**config.mk**
```make
export PLATFORM = sky130hd
export DESIGN_NAME = defl_ctrl_i2c
export DESIGN_NICKNAME = d
export VERILOG_FILES = /design/src/rtl/defl_ctrl_pkg.sv /design/src/rtl/i2c_line_filter.sv /design/src/rtl/i2c_byte_engine.sv /design/src/rtl/ctrl_shadow_bank.sv /design/src/rtl/defl_ctrl_i2c.sv
export SDC_FILE = /design/constraint.sdc
export NUM_CORES = 1
export LEC_CHECK = 0
export BUFFER_PORTS_ARGS = -buffer_cell sky130_fd_sc_hd__buf_2
export CORE_MARGIN = 5
export CORE_UTILIZATION = 54
export CTS_BUF_LIST = sky130_fd_sc_hd__clkbuf_4
export DETAILED_ROUTE_END_ITERATION = 10
export PLACE_DENSITY = 0.78
export SYNTH_ARGS = -nofsm -noshare
export SYNTH_HDL_FRONTEND = slang
export SYNTH_SLANG_ARGS = --single-unit
```
**constraint.sdc**
```tcl
create_clock -name clk -period 1.76 [get_ports clk]
set_input_delay 0.44 -clock clk [delete_from_list [all_inputs] [get_ports clk]]
set_output_delay 0.44 -clock clk [all_outputs]
set_load 0.05 [all_outputs]
```
**src/rtl/defl_ctrl_pkg.sv**
```systemverilog
package defl_ctrl_pkg;

    localparam int NREG = 16;
    localparam int AW   = $clog2(NREG);

    typedef logic [7:0] byte_t;

    typedef enum logic [2:0] {
        ST_IDLE,
        ST_ADDR,
        ST_SUB,
        ST_DATA,
        ST_READ
    } bus_st_e;

    typedef struct packed {
        logic h_locked;
        logic v_locked;
        logic xray;
        logic h_neg;
        logic v_neg;
        logic vext_det;
        logic hv_det;
        logic v_det;
    } status_t;

    function automatic byte_t reg_default(input int idx);
        return (idx == 0) ? 8'h00 : 8'h40;
    endfunction

endpackage

```
**src/rtl/i2c_line_filter.sv**
```systemverilog
module i2c_line_filter #(
    parameter int FILT_CYC    = 10,
    parameter int SYNC_STAGES = 2
) (
    input  logic clk,
    input  logic rst,
    input  logic line_i,
    output logic line_o
);
    localparam int CW = $clog2(FILT_CYC + 1);

    logic [SYNC_STAGES-1:0] sync_q;
    logic [CW-1:0]          cnt_q;
    logic                   filt_q;
    logic                   sync_msb;

    assign sync_msb = sync_q[SYNC_STAGES-1];

    always_ff @(posedge clk) begin
        if (rst) begin
            sync_q <= '1;
            cnt_q  <= '0;
            filt_q <= 1'b1;
        end else begin
            sync_q <= {sync_q[SYNC_STAGES-2:0], line_i};
            if (sync_msb == filt_q) begin
                cnt_q <= '0;
            end else if (cnt_q == CW'(FILT_CYC - 1)) begin
                filt_q <= sync_msb;
                cnt_q  <= '0;
            end else begin
                cnt_q <= cnt_q + CW'(1);
            end
        end
    end

    assign line_o = filt_q;


    filt_hold_chk: assert property (@(posedge clk) disable iff (rst)
        (sync_msb == filt_q) |=> $stable(filt_q));

endmodule

```
**src/rtl/i2c_byte_engine.sv**
```systemverilog
module i2c_byte_engine
    import defl_ctrl_pkg::*;
#(
    parameter logic [6:0] DEV_ADDR = 7'h46
) (
    input  logic          clk,
    input  logic          rst,
    input  logic          scl_f,
    input  logic          sda_f,
    input  status_t       status,
    output logic          sda_oe,
    output logic          wr_en,
    output logic [AW-1:0] wr_addr,
    output byte_t         wr_data
);
    bus_st_e       st_q;
    logic [3:0]    cnt_q;
    byte_t         sh_q;
    byte_t         tx_q;
    logic [AW-1:0] ptr_q;
    logic          oe_q;
    logic          rd_q;
    logic          scl_d, sda_d;
    logic          wr_en_q;
    logic [AW-1:0] wr_addr_q;
    byte_t         wr_data_q;

    logic start_ev, stop_ev, rise_ev, fall_ev;

    assign start_ev = scl_f & scl_d & sda_d & ~sda_f;
    assign stop_ev  = scl_f & scl_d & ~sda_d & sda_f;
    assign rise_ev  = scl_f & ~scl_d;
    assign fall_ev  = ~scl_f & scl_d;

    always_ff @(posedge clk) begin
        if (rst) begin
            st_q      <= ST_IDLE;
            cnt_q     <= '0;
            sh_q      <= '0;
            tx_q      <= '0;
            ptr_q     <= '0;
            oe_q      <= 1'b0;
            rd_q      <= 1'b0;
            scl_d     <= 1'b1;
            sda_d     <= 1'b1;
            wr_en_q   <= 1'b0;
            wr_addr_q <= '0;
            wr_data_q <= '0;
        end else begin
            scl_d   <= scl_f;
            sda_d   <= sda_f;
            wr_en_q <= 1'b0;
            if (stop_ev) begin
                st_q  <= ST_IDLE;
                oe_q  <= 1'b0;
                cnt_q <= '0;
            end else if (start_ev) begin
                st_q  <= ST_ADDR;
                oe_q  <= 1'b0;
                cnt_q <= '0;
            end else begin
                case (st_q)
                    ST_ADDR, ST_SUB, ST_DATA: begin
                        if (rise_ev && cnt_q < 4'd8) begin
                            sh_q  <= {sh_q[6:0], sda_f};
                            cnt_q <= cnt_q + 4'd1;
                        end else if (fall_ev && cnt_q == 4'd8) begin
                            cnt_q <= 4'd9;
                            oe_q  <= 1'b1;
                            if (st_q == ST_ADDR) begin
                                if (sh_q[7:1] != DEV_ADDR) begin
                                    st_q  <= ST_IDLE;
                                    oe_q  <= 1'b0;
                                    cnt_q <= '0;
                                end else begin
                                    rd_q <= sh_q[0];
                                end
                            end else if (st_q == ST_SUB) begin
                                ptr_q <= sh_q[AW-1:0];
                            end else begin
                                wr_en_q   <= 1'b1;
                                wr_addr_q <= ptr_q;
                                wr_data_q <= sh_q;
                                ptr_q     <= ptr_q + AW'(1);
                            end
                        end else if (fall_ev && cnt_q == 4'd9) begin
                            oe_q  <= 1'b0;
                            cnt_q <= '0;
                            if (st_q == ST_ADDR) begin
                                if (rd_q) begin
                                    st_q <= ST_READ;
                                    tx_q <= status;
                                    oe_q <= ~status[7];
                                end else begin
                                    st_q <= ST_SUB;
                                end
                            end else begin
                                st_q <= ST_DATA;
                            end
                        end
                    end
                    ST_READ: begin
                        if (rise_ev) begin
                            if (cnt_q < 4'd8) begin
                                cnt_q <= cnt_q + 4'd1;
                            end else if (cnt_q == 4'd8) begin
                                if (sda_f) begin
                                    st_q  <= ST_IDLE;
                                    cnt_q <= '0;
                                end else begin
                                    cnt_q <= 4'd9;
                                end
                            end
                        end else if (fall_ev) begin
                            if (cnt_q == 4'd8) begin
                                oe_q <= 1'b0;
                            end else if (cnt_q == 4'd9) begin
                                tx_q  <= status;
                                oe_q  <= ~status[7];
                                cnt_q <= '0;
                            end else begin
                                tx_q <= {tx_q[6:0], 1'b0};
                                oe_q <= ~tx_q[6];
                            end
                        end
                    end
                    default: ;
                endcase
            end
        end
    end

    assign sda_oe  = oe_q;
    assign wr_en   = wr_en_q;
    assign wr_addr = wr_addr_q;
    assign wr_data = wr_data_q;


    stop_release_chk: assert property (@(posedge clk) disable iff (rst)
        stop_ev |=> !oe_q);


    idle_release_chk: assert property (@(posedge clk) disable iff (rst)
        (st_q == ST_IDLE) |-> !oe_q);


    ptr_step_chk: assert property (@(posedge clk) disable iff (rst)
        wr_en_q |-> (ptr_q == wr_addr_q + AW'(1)));

endmodule

```
**src/rtl/ctrl_shadow_bank.sv**
```systemverilog
module ctrl_shadow_bank
    import defl_ctrl_pkg::*;
#(
    parameter int RS_STAGES = 2
) (
    input  logic             clk,
    input  logic             rst,
    input  logic             wr_en,
    input  logic [AW-1:0]    wr_addr,
    input  byte_t            wr_data,
    input  logic             retrace_i,
    output logic [NREG*8-1:0] active_o
);
    logic [NREG-1:0][7:0] shadow_q;
    logic [NREG-1:0][7:0] active_q;
    logic [RS_STAGES:0]   rs_q;
    logic                 commit;

    assign commit = rs_q[RS_STAGES-1] & ~rs_q[RS_STAGES];

    always_ff @(posedge clk) begin
        if (rst) begin
            rs_q <= '0;
            for (int i = 0; i < NREG; i++) begin
                shadow_q[i] <= reg_default(i);
                active_q[i] <= reg_default(i);
            end
        end else begin
            rs_q <= {rs_q[RS_STAGES-1:0], retrace_i};
            if (wr_en) begin
                shadow_q[wr_addr] <= wr_data;
            end
            if (commit) begin
                active_q <= shadow_q;
            end
        end
    end

    assign active_o = active_q;


    commit_copy_chk: assert property (@(posedge clk) disable iff (rst)
        commit |=> (active_q == $past(shadow_q)));


    active_hold_chk: assert property (@(posedge clk) disable iff (rst)
        !commit |=> $stable(active_q));


    shadow_write_chk: assert property (@(posedge clk) disable iff (rst)
        wr_en |=> (shadow_q[$past(wr_addr)] == $past(wr_data)));

endmodule

```
**src/rtl/defl_ctrl_i2c.sv**
```systemverilog
module defl_ctrl_i2c
    import defl_ctrl_pkg::*;
#(
    parameter int         FILT_CYC    = 10,
    parameter int         SYNC_STAGES = 2,
    parameter logic [6:0] DEV_ADDR    = 7'h46
) (
    input  logic              clk,
    input  logic              rst,
    input  logic              scl_i,
    input  logic              sda_i,
    output logic              sda_pull_o,
    input  logic              retrace_i,
    input  logic              h_locked_i,
    input  logic              v_locked_i,
    input  logic              xray_i,
    input  logic              h_neg_i,
    input  logic              v_neg_i,
    input  logic              vext_det_i,
    input  logic              hv_det_i,
    input  logic              v_det_i,
    output logic [NREG*8-1:0] ctrl_o
);
    logic [1:0]    raw_w;
    logic [1:0]    filt_w;
    status_t       status_w;
    logic          wr_en_w;
    logic [AW-1:0] wr_addr_w;
    byte_t         wr_data_w;

    assign raw_w = {scl_i, sda_i};

    for (genvar gi = 0; gi < 2; gi++) begin : g_filt
        i2c_line_filter #(
            .FILT_CYC    (FILT_CYC),
            .SYNC_STAGES (SYNC_STAGES)
        ) u_filt (
            .clk    (clk),
            .rst    (rst),
            .line_i (raw_w[gi]),
            .line_o (filt_w[gi])
        );
    end

    assign status_w = '{h_locked: h_locked_i, v_locked: v_locked_i, xray: xray_i,
                        h_neg: h_neg_i, v_neg: v_neg_i, vext_det: vext_det_i,
                        hv_det: hv_det_i, v_det: v_det_i};

    i2c_byte_engine #(
        .DEV_ADDR (DEV_ADDR)
    ) u_engine (
        .clk     (clk),
        .rst     (rst),
        .scl_f   (filt_w[1]),
        .sda_f   (filt_w[0]),
        .status  (status_w),
        .sda_oe  (sda_pull_o),
        .wr_en   (wr_en_w),
        .wr_addr (wr_addr_w),
        .wr_data (wr_data_w)
    );

    ctrl_shadow_bank #(
        .RS_STAGES (SYNC_STAGES)
    ) u_bank (
        .clk       (clk),
        .rst       (rst),
        .wr_en     (wr_en_w),
        .wr_addr   (wr_addr_w),
        .wr_data   (wr_data_w),
        .retrace_i (retrace_i),
        .active_o  (ctrl_o)
    );

endmodule

```
==> results.sh, run 1 <==
export IMPL_status="complete, no violations"
export IMPL_ys_seq_area_frac=0.5351
export IMPL_grt_pass1_vias=9397
export IMPL_dieHeight_um=158.0
export IMPL_final_cells=1834
export IMPL_drive_gt1_frac=0.2382
export IMPL_fin_nets=1537
export IMPL_power_density_nw_per_um2=938.3
export IMPL_hp_class="primary input to flop"
export IMPL_grt_setup_unrepaired="true"
export IMPL_clk_latency_ns=0.67
export IMPL_antenna_found_initial=1
export IMPL_tightest_slew_ns=0.6061
export IMPL_clockBufferDepth=3
export IMPL_crit_path_max_incr_delay_ns=0.47
export IMPL_routed_via_density=5.312
export IMPL_synth_enable_flop_cells=0
export IMPL_leakage_uw=0.005752
export IMPL_path_buf_inv=0
export IMPL_wl_per_cell_um=15.51
export IMPL_period_share=0.9963
export IMPL_overflow=0
export IMPL_critPathSlowestCell="o21bai_1"
export IMPL_ys_types=60
export IMPL_post_route_util=0.6674
export IMPL_place_congestion=0.8088
export IMPL_initial_core_util=0.5451
export IMPL_max_cap_viol_count=0
export IMPL_drv_slew=0
export IMPL_tritoncts="done"
export IMPL_synth_seq_cells=316
export IMPL_met2_usage=0.3656
export IMPL_tns_ns=0
export IMPL_core_um2=21690
export IMPL_cp_start_kind="flop"
export IMPL_postRouteAntennaNets=0
export IMPL_totalWireLength_mm=28.45
export IMPL_drt_initial_drc_count=653
export IMPL_setup_viol=0
export IMPL_relSlewSlack=0.5959
export IMPL_clock_sinks=316
export IMPL_h_tree_depth=3
export IMPL_clk_pin_slew_ns=0.06
export IMPL_finalPower_uw=13580
export IMPL_synth_area_per_cell_um2=8.991
export IMPL_skew_ns=0.04105
export IMPL_yosys_area_top_type="dfxtp_1"
export IMPL_rows=54
export IMPL_area_delta_synth_final_pct=22.44
export IMPL_grt_busiest_layer="met2"
export IMPL_fin_crit_ns=1.754
export IMPL_max_freq_mhz=570.3
export IMPL_io_buffers=141
export IMPL_grt_first_pass_wirelength_mm=45.16
export IMPL_crit_chain="o21bai_1 > a21oi_1 > o311ai_4 > nand2_1 > a311oi_1"
export IMPL_grt_max_degree=105
export IMPL_globalRouteTotalUtil=0.2205
export IMPL_met1_usage=0.2797
export IMPL_use_met3=0.04811
export IMPL_die_area_um2=24950
export IMPL_crit_arrival_ns=2.29
export IMPL_final_hold_viol_count=0
export IMPL_ys_warn_count=0
export IMPL_critical_path_top_delay_family="compound AO/OA/AOI/OAI gates"
export IMPL_async_flop_share=0
export IMPL_critical_path_class="flop to flop"
export IMPL_syn_nets=1336
export IMPL_dp_hpwl_mm=18.25
export IMPL_io_pins=142
export IMPL_worstPathMaxFanout=7
export IMPL_num_vias=9743
export IMPL_ys_flop_type="dfxtp_1"
export IMPL_end_kind="flop"
export IMPL_root_buffer="clkbuf_4"
export IMPL_synth_top_area_frac=0.5351
export IMPL_syn_instance_count=1315
export IMPL_netlist_area_um2=11820
export IMPL_synth_area_leaders="dfxtp_1 (54%), mux2i_1 (10%), nand2_1 (9.1%)"
export IMPL_dpl_cell_count=1702
export IMPL_die_w_um=158.0
export IMPL_critPathRequiredTime_ns=2.30
export IMPL_dr_pass1_iters=5
export IMPL_vdd_ir_drop_max_mv=0.7989
export IMPL_cts_buffers=79
export IMPL_drc=0
-- what timing repair did --
item,CTS,global route
buffers inserted,2,3
pin swaps,1,12
gates cloned,0,1
hold buffers,7,0
hold endpoints to repair,7,0
gates resized for setup,53,58
setup endpoints to repair,53,54
-- layout make-up --
class                      count  area, µm²
timing repair buffer         214       1594
multi-input combinational    898       5248
sequential                   316       6334
fill                        1763       7213
clock buffer                 104      780.7
clock inverter                14      137.6
antenna                        1      2.502
tap                          280      350.3
inverter                       7      28.78
-- cells in the final DEF (no fill, tap or decap), types with 4 or more instances in the layout --
| cell type | Yosys | routed |
|---|---|---|
| a211o_1 | 17 | 17 |
| a21oi_1 | 132 | 132 |
| a311oi_1 | 8 | 7 |
| buf_12 | 0 | 9 |
| buf_2 | 12 | 64 |
| buf_4 | 2 | 99 |
| clkbuf_4 | 0 | 135 |
| clkinv_1 | 0 | 8 |
| dfxtp_1 | 316 | 310 |
| dfxtp_2 | 0 | 6 |
| dlygate4sd3_1 | 0 | 7 |
| ha_1 | 8 | 6 |
| inv_1 | 7 | 6 |
| mux2i_1 | 124 | 124 |
| nand2_1 | 288 | 287 |
| nand2b_1 | 12 | 11 |
| nand3_1 | 25 | 25 |
| nand3b_1 | 21 | 21 |
| nor2_1 | 156 | 156 |
| nor2_2 | 10 | 10 |
| nor2b_1 | 20 | 18 |
| o21ai_0 | 5 | 5 |
| or2_2 | 6 | 6 |
| or3_1 | 5 | 4 |
| xnor2_1 | 4 | 4 |
-- worst min-delay path: cells and delay by family --
kind | cells | cell delay (ns)
buffers and inverters | 1 | 0.09
AOI/OAI and AO/OA | 1 | 0.08
and+or+nand+nor | 1 | 0.05
-- layer usage --
layer / vias up / wire, µm
met5: - / 0
met4: 0 / 774
met3: 65 / 1890
met2: 286 / 13840
met1: 4577 / 11940
li1: 4815 / -
-- synthesized netlist by cell type, types with 2 or more instances --
library cell	n
dfxtp_1	316
nand2_1	288
nor2_1	156
a21oi_1	132
mux2i_1	124
clkbuf_1	70
nand3_1	25
nand3b_1	21
nor2b_1	20
a211o_1	17
buf_2	12
nand2b_1	12
nor2_2	10
buf_1	9
a311oi_1	8
ha_1	8
inv_1	7
or2_2	6
o21ai_0	5
o31ai_1	5
or3_1	5
a211oi_1	4
xnor2_1	4
a31oi_1	3
nand4_1	3
xor2_1	3
a22oi_1	2
and3_1	2
buf_4	2
buf_6	2
nand4b_1	2
nor3b_2	2
o21a_1	2
o311ai_2	2
-- flip-flops by register name, summed over array words and instances, names as in the netlist, 2 cells and up --
signal                count
u_bank.active_o         128
u_bank.shadow_q         128
g_filt.u_filt.cnt_q       8
u_engine.sh_q             8
u_engine.wr_data          8
u_engine.tx_q             7
g_filt.u_filt.sync_q      4
u_engine.cnt_q            4
u_engine.ptr_q            4
u_engine.wr_addr          4
u_bank.rs_q               3
u_engine.st_q             3
g_filt.u_filt.line_o      2
-- report_power, final --
group / internal [µW] / leakage, µW / switching (µW)
registers: 7190 / 0.00255 / 30.8
clock network: 3140 / 0.000546 / 2700
logic: 168 / 0.00266 / 362
-- path summary, 6_finish.rpt --
kind | slack (ns) | end | cells past startpoint | start
worst max-delay path | 0.006 | u_engine.st_q[0]$_SDFFE_PP0P_ | 5 | u_engine.st_q[1]$_SDFFE_PP0P_
worst min-delay path | 0.07 | u_engine.tx_q[1]$_SDFFE_PP0P_ | 3 | hv_det_i
worst max register to register | 0.006 | u_engine.st_q[0]$_SDFFE_PP0P_ | 5 | u_engine.st_q[1]$_SDFFE_PP0P_
worst min register to register | 0.41 | g_filt[1].u_filt.sync_q[1]$_SDFF_PP1_ | 1 | g_filt[1].u_filt.sync_q[0]$_SDFF_PP1_
-- kinds of logic (layout without fill, tap and decap cells) --
family | count (synthesis) | count (layout) | share of synthesized area
xor+xnor | 7 | 7 | 0.005186
flops | 316 | 316 | 0.5351
compound gates | 191 | 192 | 0.09842
mux | 124 | 124 | 0.1050
buf+inv | 102 | 339 | 0.03556
fa+ha+maj | 8 | 8 | 0.008467
other cells | 0 | 1 | 0
simple gates | 567 | 567 | 0.2123
-- stage by stage --
stage	hold slack, ns	worst slack (ns)	instance area, µm²
2_1_floorplan	0.3895	0.07811	11820
3_3_place_gp	0.3921	0.001119	13070
3_5_place_dp	0.3952	-0.03899	13070
4_1_cts	0.03133	0.00002687	14220
5_1_grt	0.04041	-0.06201	14480
6_report	0.06751	0.006486	14480
Note: power is estimated with default switching activity, not from simulation.
==> inputs of run 2 (changes only) <==
--- a/config.mk
+++ b/config.mk
@@ -10,7 +10,7 @@
 export CORE_UTILIZATION = 54
 export CTS_BUF_LIST = sky130_fd_sc_hd__clkbuf_4
 export DETAILED_ROUTE_END_ITERATION = 10
-export PLACE_DENSITY = 0.78
+export PLACE_DENSITY_LB_ADDON = 0.2
 export SYNTH_ARGS = -nofsm -noshare
 export SYNTH_HDL_FRONTEND = slang
 export SYNTH_SLANG_ARGS = --single-unit
==> results.sh, run 2 (synthesis gave the netlist of run 1 again) <==
export IMPL_status="complete, no violations"
export IMPL_leakage_uw=0.005748
export IMPL_cp_start_kind="flop"
export IMPL_holdPathEnd="u_engine.tx_q[2]$_SDFFE_PP0P_"
export IMPL_layout_area_seq_um2=6340
export IMPL_clockBufferDepth=3
export IMPL_cts_buffers=83
export IMPL_num_vias=9579
export IMPL_wl_per_cell_um=15.20
export IMPL_critPathRequiredTime_ns=2.35
export IMPL_dieHeight_um=158.0
export IMPL_core_um2=21690
export IMPL_grt_pass1_vias=9320
export IMPL_period_share=0.9890
export IMPL_drt_initial_drc_count=587
export IMPL_hp_class="primary input to flop"
export IMPL_initial_core_util=0.5451
export IMPL_final_hold_viol_count=0
export IMPL_reg2reg_from="u_engine.st_q[1]$_SDFFE_PP0P_"
export IMPL_holdWs_ns=0.05596
export IMPL_post_route_util=0.6720
export IMPL_grt_setup_unrepaired="true"
export IMPL_fin_crit_ns=1.741
export IMPL_nFillCells=1778
export IMPL_grt_max_degree=102
export IMPL_die_area_um2=24950
export IMPL_postRouteAntennaNets=0
export IMPL_clk_pin_slew_ns=0.06
export IMPL_place_congestion=0.8890
export IMPL_rows=54
export IMPL_critPathLaunch="u_engine.st_q[1]$_SDFFE_PP0P_"
export IMPL_overflow=0
export IMPL_tns_ns=0
export IMPL_tritoncts="done"
export IMPL_drc=0
export IMPL_grt_first_pass_wirelength_mm=45.07
export IMPL_clock_sinks=316
export IMPL_fin_ws_ns=0.01942
export IMPL_pre_cts_ws_ns=-0.03925
export IMPL_io_pins=142
export IMPL_dp_hpwl_mm=17.99
export IMPL_root_buffer="clkbuf_4"
export IMPL_globalRouteTotalUtil=0.2208
export IMPL_area_delta_synth_final_pct=23.27
export IMPL_vdd_ir_drop_max_mv=0.6845
export IMPL_drive_gt1_frac=0.2474
export IMPL_h_tree_depth=3
export IMPL_min_from="vext_det_i"
export IMPL_holdPathStages=3
export IMPL_crit_arrival_ns=2.33
export IMPL_multi_input_area_um2=5207
export IMPL_worstPathMaxFanout=9
export IMPL_dr_pass1_iters=5
export IMPL_rrSetupSlack_ns=0.02
export IMPL_end_kind="flop"
export IMPL_reg2regPathDepth=6
export IMPL_io_buffers=141
export IMPL_clk_latency_ns=0.68
export IMPL_tightest_slew_ns=0.5250
export IMPL_max_freq_mhz=574.5
export IMPL_antenna_found_initial=1
export IMPL_fin_nets=1534
export IMPL_skew_ns=0.03588
export IMPL_power_density_nw_per_um2=948.7
export IMPL_die_w_um=158.0
export IMPL_relSlewSlack=0.6492
export IMPL_critical_path_class="flop to flop"
export IMPL_setup_viol=0
export IMPL_final_common_cell="dfxtp_1"
export IMPL_routed_via_density=5.181
export IMPL_worstReg2RegEnd="u_engine.cnt_q[0]$_SDFFE_PP0P_"
export IMPL_totalWireLength_mm=28.10
export IMPL_drv_slew=0
export IMPL_max_cap_viol_count=0
export IMPL_layout_common_cells="dfxtp_1 (307), nand2_1 (288), clkbuf_4 (171)"
run 2: cell types whose count changed in the layout (fill, tap and decap cells not counted), sizes merged, moves of 2 or more:
cell,delta
buf,-19
bufinv,-2
clkbuf,+36
clkinv,+3
dlygate4sd3,-4
run 2: through the flow:
step                      cell area (µm²)  total power (µW)  std cells
after global routing                14570             14440       1849
after global placement              13050              7832       1700
after floorplan                     11820              7698       1315
after CTS                           14270             13980       1843
final                               14570             13830       1849
after detailed placement            13050              7834       1700
run 2: worst max path at each step:
stage	to	slack (ns)
after global routing	u_engine.st_q[1]$_SDFFE_PP0P_	-0.05
after global placement	u_engine.st_q[2]$_SDFFE_PP0P_	0.02
final	u_engine.cnt_q[0]$_SDFFE_PP0P_	0.02
after detailed placement	u_engine.st_q[1]$_SDFFE_PP0P_	-0.04
after floorplan	u_engine.cnt_q[2]$_SDFFE_PP0P_	0.08
after CTS	ctrl_o[65]	0.0003
run 2: timing repair:
action	in CTS	in global routing
pin swaps	0	12
cloned	0	0
buffers inserted	0	5
gates resized for setup	69	78
endpoints found under the hold margin	3	0
hold buffers	3	0
setup endpoints to repair	65	66
run 2: routing by layer:
metal,share of wire,routed length (µm),vias to the layer above,global-route usage
met1,0.45,12630,4493,0.2885
li1,-,-,4821,-
met4,0.018,496,0,0.08327
met3,0.050,1405,37,0.04292
met2,0.48,13570,228,0.3644
met5,0,0,-,0
run 2: report_power, final:
| part | leakage (µW) | total [µW] | switching, µW | internal (µW) |
|---|---|---|---|---|
| clock | 0.000609 | 6110 | 2800 | 3310 |
| sequential | 0.00255 | 7220 | 33.9 | 7180 |
| combinational | 0.00259 | 495 | 343 | 152 |
run 2: layout make-up:
cell class,instances,share of cell area
Tap cell,280,0.02404
Antenna cell,1,0.0001717
Multi-Input combinational cell,897,0.3573
Sequential cell,316,0.4350
Clock inverter,17,0.006439
Clock buffer,123,0.06336
Inverter,7,0.001975
Timing Repair Buffer,208,0.1117
run 2: worst max-delay path: stages (launching register included):
cell and delay [ns]:
dfxtp_2 0.46, nor3b_4 0.08, buf_12 0.15, buf_4 0.16, or3_4 0.39, a311oi_2 0.28, o2bb2ai_1 0.15
